$ cat config.mk
export PLATFORM = sky130hd
export DESIGN_NAME = dma_prio_arbiter
export DESIGN_NICKNAME = d
export VERILOG_FILES = /design/src/rtl/dma_arb_pkg.sv /design/src/rtl/dma_arb_qualify.sv /design/src/rtl/dma_arb_pick.sv /design/src/rtl/dma_arb_hold.sv /design/src/rtl/dma_prio_arbiter.sv
export SDC_FILE = /design/constraint.sdc
export NUM_CORES = 1
export LEC_CHECK = 0
export ABC_AREA = 0
export BUFFER_PORTS_ARGS = -buffer_cell sky130_fd_sc_hd__buf_2
export CAP_MARGIN = 20
export CELL_PAD_IN_SITES_DETAIL_PLACEMENT = 1
export CELL_PAD_IN_SITES_GLOBAL_PLACEMENT = 2
export CORE_UTILIZATION = 26
export DETAILED_ROUTE_END_ITERATION = 6
export GPL_ROUTABILITY_DRIVEN = 0
export HOLD_SLACK_MARGIN = 0.1
export PLACE_DENSITY_LB_ADDON = 0.12
export SYNTH_ARGS = -nofsm -noshare
export SYNTH_HDL_FRONTEND = slang
export SYNTH_HIERARCHICAL = 1
export SYNTH_SLANG_ARGS = --single-unit
$ cat constraint.sdc
create_clock -name clk -period 1 [get_ports clk]
set_input_delay 0.1 -clock clk [delete_from_list [all_inputs] [get_ports clk]]
set_output_delay 0.1 -clock clk [all_outputs]
set_load 0.05 [all_outputs]
$ cat src/rtl/dma_arb_pkg.sv
package dma_arb_pkg;
   localparam int unsigned DEF_LVL_W = 2;
   localparam int unsigned MAX_CH    = 32;

   typedef enum logic [1:0] {
      LVL_LOW   = 2'b00,
      LVL_MED   = 2'b01,
      LVL_HIGH  = 2'b10,
      LVL_VHIGH = 2'b11
   } level_e;
endpackage

$ cat src/rtl/dma_arb_qualify.sv
module dma_arb_qualify #(
   parameter int unsigned NUM_CH = 7
) (
   input  logic [NUM_CH-1:0] req,
   input  logic [NUM_CH-1:0] en,
   output logic [NUM_CH-1:0] eligible
);
   for (genvar i = 0; i < NUM_CH; i++) begin : g_ch
      assign eligible[i] = req[i] & en[i];
   end
endmodule

$ cat src/rtl/dma_arb_pick.sv
module dma_arb_pick #(
   parameter int unsigned NUM_CH = 7,
   parameter int unsigned LVL_W  = 2,
   parameter int unsigned IDX_W  = 3
) (
   input  logic [NUM_CH-1:0]       eligible,
   input  logic [NUM_CH*LVL_W-1:0] levels,
   output logic                    pick_any,
   output logic [IDX_W-1:0]        pick_idx,
   output logic [NUM_CH-1:0]       pick_onehot
);
   logic [LVL_W-1:0] best_lvl;

   // Scan upward; a strict compare keeps the lower index on a level tie.
   always_comb begin
      pick_any = 1'b0;
      pick_idx = '0;
      best_lvl = '0;
      for (int i = 0; i < NUM_CH; i++) begin
         if (eligible[i] &&
             (!pick_any || (levels[i*LVL_W +: LVL_W] > best_lvl))) begin
            pick_any = 1'b1;
            pick_idx = IDX_W'(i);
            best_lvl = levels[i*LVL_W +: LVL_W];
         end
      end
   end

   for (genvar i = 0; i < NUM_CH; i++) begin : g_oh
      assign pick_onehot[i] = pick_any && (pick_idx == IDX_W'(i));
   end
endmodule

$ cat src/rtl/dma_arb_hold.sv
module dma_arb_hold #(
   parameter int unsigned NUM_CH = 7,
   parameter int unsigned IDX_W  = 3
) (
   input  logic              clk,
   input  logic              rst_n,
   input  logic              pick_any,
   input  logic [IDX_W-1:0]  pick_idx,
   input  logic [NUM_CH-1:0] pick_onehot,
   input  logic              hold_off,
   input  logic              xfer_done,
   output logic              arb_open,
   output logic              valid_q,
   output logic [IDX_W-1:0]  idx_q,
   output logic [NUM_CH-1:0] grant_q
);
   assign arb_open = !valid_q || xfer_done;

   always_ff @(posedge clk or negedge rst_n) begin
      if (!rst_n) begin
         valid_q <= 1'b0;
         idx_q   <= '0;
         grant_q <= '0;
      end else if (arb_open) begin
         if (pick_any && !hold_off) begin
            valid_q <= 1'b1;
            idx_q   <= pick_idx;
            grant_q <= pick_onehot;
         end else begin
            valid_q <= 1'b0;
            idx_q   <= '0;
            grant_q <= '0;
         end
      end
   end

   assert_hold_grant_R6: assert property (@(posedge clk) disable iff (!rst_n)
      valid_q && !xfer_done |=> valid_q && $stable(grant_q) && $stable(idx_q));

   assert_load_pick_R7: assert property (@(posedge clk) disable iff (!rst_n)
      arb_open && pick_any && !hold_off |=> valid_q && (grant_q == $past(pick_onehot)));

   assert_idle_empty_R8: assert property (@(posedge clk) disable iff (!rst_n)
      arb_open && !pick_any |=> !valid_q && (grant_q == '0));
endmodule

$ cat src/rtl/dma_prio_arbiter.sv
module dma_prio_arbiter #(
   parameter int unsigned NUM_CH       = 7,
   parameter int unsigned LVL_W        = dma_arb_pkg::DEF_LVL_W,
   parameter bit          HAS_UPSTREAM = 1'b1,
   localparam int unsigned IDX_W       = (NUM_CH > 1) ? $clog2(NUM_CH) : 1
) (
   input  logic                    clk,
   input  logic                    rst_n,
   input  logic [NUM_CH-1:0]       ch_req,
   input  logic [NUM_CH-1:0]       ch_en,
   input  logic [NUM_CH*LVL_W-1:0] ch_level,
   input  logic                    upstream_req,
   input  logic                    xfer_done,
   output logic [NUM_CH-1:0]       grant,
   output logic                    grant_valid,
   output logic [IDX_W-1:0]        grant_idx
);
   if (NUM_CH < 2 || NUM_CH > dma_arb_pkg::MAX_CH) begin : g_bad_ch
      $error("dma_prio_arbiter: NUM_CH out of range");
   end
   if (LVL_W < 1 || LVL_W > 8) begin : g_bad_lvl
      $error("dma_prio_arbiter: LVL_W out of range");
   end

   logic [NUM_CH-1:0] eligible;
   logic              pick_any;
   logic [IDX_W-1:0]  pick_idx;
   logic [NUM_CH-1:0] pick_onehot;
   logic              hold_off;
   logic              arb_open;

   if (HAS_UPSTREAM) begin : g_upstream
      assign hold_off = upstream_req;
   end else begin : g_single
      assign hold_off = 1'b0 & upstream_req;
   end

   dma_arb_qualify #(.NUM_CH(NUM_CH)) u_qualify (
      .req      (ch_req),
      .en       (ch_en),
      .eligible (eligible)
   );

   dma_arb_pick #(.NUM_CH(NUM_CH), .LVL_W(LVL_W), .IDX_W(IDX_W)) u_pick (
      .eligible    (eligible),
      .levels      (ch_level),
      .pick_any    (pick_any),
      .pick_idx    (pick_idx),
      .pick_onehot (pick_onehot)
   );

   dma_arb_hold #(.NUM_CH(NUM_CH), .IDX_W(IDX_W)) u_hold (
      .clk         (clk),
      .rst_n       (rst_n),
      .pick_any    (pick_any),
      .pick_idx    (pick_idx),
      .pick_onehot (pick_onehot),
      .hold_off    (hold_off),
      .xfer_done   (xfer_done),
      .arb_open    (arb_open),
      .valid_q     (grant_valid),
      .idx_q       (grant_idx),
      .grant_q     (grant)
   );

   assert_onehot_R5: assert property (@(posedge clk) disable iff (!rst_n)
      $onehot0(grant) && (grant_valid == (grant != '0)));

   assert_idx_match_R5: assert property (@(posedge clk) disable iff (!rst_n)
      grant_valid |-> grant[grant_idx]);

   assert_eligible_R2: assert property (@(posedge clk) disable iff (!rst_n)
      arb_open && pick_any |-> (eligible & pick_onehot) != '0);

   assert_upstream_blocks_R9: assert property (@(posedge clk) disable iff (!rst_n)
      HAS_UPSTREAM && arb_open && upstream_req |=> !grant_valid);
endmodule

==> results.md <==
- Status: finished with violations
- Failing checks: negative setup slack
- Complex-gate fraction of the synthesized area: 23.93%
- Worst r2r src: u_hold/valid_q
- Initial antenna violation count: 0
- Clk slew on worst S/H paths: 50 ps
- Sequential power share: 20.7%
- Clk buf depth: 2
- FFs w/ async S/R, synth: 100.0%
- Final #Nets: 294
- Die area: 5129 um^2
- Tmin final: 6598 ps
- Max Cap Viol: 0
- CP Launch Type: input pin
- Syn Area/Cell: 9.000 um^2
- Worst-Skew Late Latency: 240 ps
- Chip Width: 71.62 um
- Gate power share: 60.9%
- Main combinational cell family by area after synthesis: simple AND/OR/NAND/NOR gates
- Net Sw Frac: 36.90%
- CTS root buf: clkbuf_8
- Synth area leaders: dfrtp_1, mux2_4, ha_1, and3b_1, inv_1
- Critical path class: input pin to register
- CP top delay family: compound AO/OA/AOI/OAI gates
- Dpl cells: 276
- Synth Area in Simple Gates: 27.01%
- Fmax: 151.6 MHz
- Crit path from: ch_req[0]
- # diodes: 0
- RSZ-0062 raised after global routing: true
- Ys Warns: 6
- Synthesized flop and latch total: 11
- Utilization after layout: 53.56%
- Core area: 4504 um^2
- Post-route cell area: 2412 um^2
- Most common cell in the netlist: inv_1
- Slowest cell delay on critical path: 310 ps
- Cell variety after synth: 46
- CTS tree: built
- Critical Path Sink Type: register
- Min Hold Slack: 158.6 ps
- Worst rel slew slack: 73.66%
- Critical path arrival: 6720 ps
- Mux contribution to synthesized area: 12.21%
- P_sw: 0.0009068 W
- Worst min path class: input pin to register
- CP max stage cell: o311a_4
- Drt first pass iters: 4
- Synth top cells by count: inv_1, nor2_1, dfrtp_1
- Yosys top cell by area: dfrtp_1
- Final hold vios: 0
- Depth of the CTS H-tree: 1
- Grt ovf: 0
- Global-route wire length before repair: 7238 um
- Syn_nets: 181
- Final setup vio count: 11
- Sequential element share of the synthesized area: 21.85%
- Final wirelength: 4264 um
- Total negative slack: -57210 ps
- Critical path data required time: 1120 ps
- Tightest Pin Transition: 393.6 ps
- Share of cells above drive strength 1: 68.65%
- Via/cell ratio: 4.888
- Fin. max-slew vios: 0
- Worst VDD drop: 0.5679 mV
- LEAKAGE: 1.278 nW
- Cell area after placement: 1943 um^2
- Tcrit/Tclk final: 659.8%
- Clk network pwr share: 18.4%
- Post-route setup slack: -5598 ps
- DR DRC count: 0
- Fillers: 530
- P_int: 0.001550 W
- Hpwl dp: 3048 um
- Vias in the first global route: 1605
- Area Growth Syn to Fin: 91.46%
- Crit-path max FO: 5
- Pin count of the biggest net entering global routing: 12
- Die Y: 71.62 um
- Synth Cell Area: 1260 um^2
- Main flop type after synthesis: dfrtp_1
- Initial Util: 27.97%
- TritonCTS Buffers: 3
- Worst Skew: 3.388 ps
- Site Rows: 24
- WL per Instance: 14.03 um
- I/O Pins: 43
- Number of clock sinks: 11
- Cells after Synth: 140
- Initial DRC Count: 15
- Post-synth top area share: 21.85%
- Pwr dens: 1019 nW/um^2
- HP Start: upstream_req
- Port buffer count: 42
- Routed Antenna Nets: 0
- Crit path buf inv count: 4
- Total track usage: 17.56%
- Vias: 1486
- Fin cells: 304
- Adder-Cell Fraction of Synth Area: 8.937%
- Post-synth EDFFs: 0
- Post-Synth XOR/XNOR Area: 0%
==> routing by layer <==
metal | vias up | wire length, um | share of wire [%] | global-route usage, %
li1 | 733 | - | - | -
met1 | 717 | 1704 | 40 | 20.17
met2 | 34 | 2416 | 57 | 34.38
met3 | 2 | 121 | 2.8 | 2.672
met4 | 0 | 22 | 0.52 | 2.832
met5 | - | 0 | 0 | 0
==> layout by cell type, fill, tap and decap left out, types with 3 or more instances in the layout <==
cell,synthesis,layout
buf_4,1,54
buf_2,1,38
buf_6,1,17
mux2_4,8,11
dfrtp_1,11,11
and3b_1,10,10
inv_1,13,10
nand2_1,10,8
nor2_1,12,7
and2_4,1,5
ha_4,0,5
and2_1,7,5
o21a_1,4,4
ha_1,9,4
clkbuf_8,0,3
o21ai_2,1,3
o211ai_1,3,3
nor2_4,0,3
o21ai_0,6,3
==> state kept, by name, summed over array words and instances (netlist names) <==
name	cells
u_hold/valid_q	1
u_hold/grant_q	7
u_hold/idx_q	3
==> logic make-up after synthesis <==
logic type	count (synthesis)
compound gates	36
fa+ha+maj	9
buf+inv	17
flops	11
mux	11
simple gates	56
==> through the flow <==
step / worst slack [ps] / total power [W]
2_1_floorplan: -5640 / 0.001259
3_3_place_gp: -5931 / 0.001627
3_5_place_dp: -6102 / 0.001668
4_1_cts: -5774 / 0.002403
5_1_grt: -5888 / 0.002623
6_report: -5598 / 0.002457
==> final timing paths <==
check                                     to  slack, ps  cells past startpoint
max                        u_hold/grant_q[4]      -5600                     41
min                           u_hold/valid_q        160                      2
max reg2reg                u_hold/grant_q[0]        -70                      2
min reg2reg                  u_hold/idx_q[0]        500                      1
max in group asynchronous    u_hold/idx_q[2]        500                      2
min in group asynchronous  u_hold/grant_q[1]        280                      2
==> layout make-up <==
| cell class | count | area, um^2 | share of cell area, % |
|---|---|---|---|
| Sequential cell | 11 | 275.3 | 11.41 |
| Inverter | 14 | 57.56 | 2.386 |
| Multi-Input combinational cell | 112 | 1165 | 48.29 |
| Clock buffer | 4 | 45.04 | 1.867 |
| Timing Repair Buffer | 111 | 804.5 | 33.35 |
| Tap cell | 52 | 65.06 | 2.697 |
==> timing repair <==
item,in CTS,in global routing
buffers inserted,17,5
pin swaps,36,27
endpoints found under the hold margin,11,0
resized for setup,46,8
setup endpoints to repair,12,12
hold buffers,1,0
cloned,1,0
==> power by group through the flow <==
stage / combinational (W) / sequential (W) / clock [W]
floorplan: 0.000602 / 0.000657 / 0
global placement: 0.00111 / 0.000514 / 0
detailed placement: 0.00115 / 0.000516 / 0
CTS: 0.00143 / 0.000510 / 0.000465
global route: 0.00162 / 0.000513 / 0.000493
finish: 0.00150 / 0.000509 / 0.000451
No activity file was read; power rests on OpenSTA's default activity.
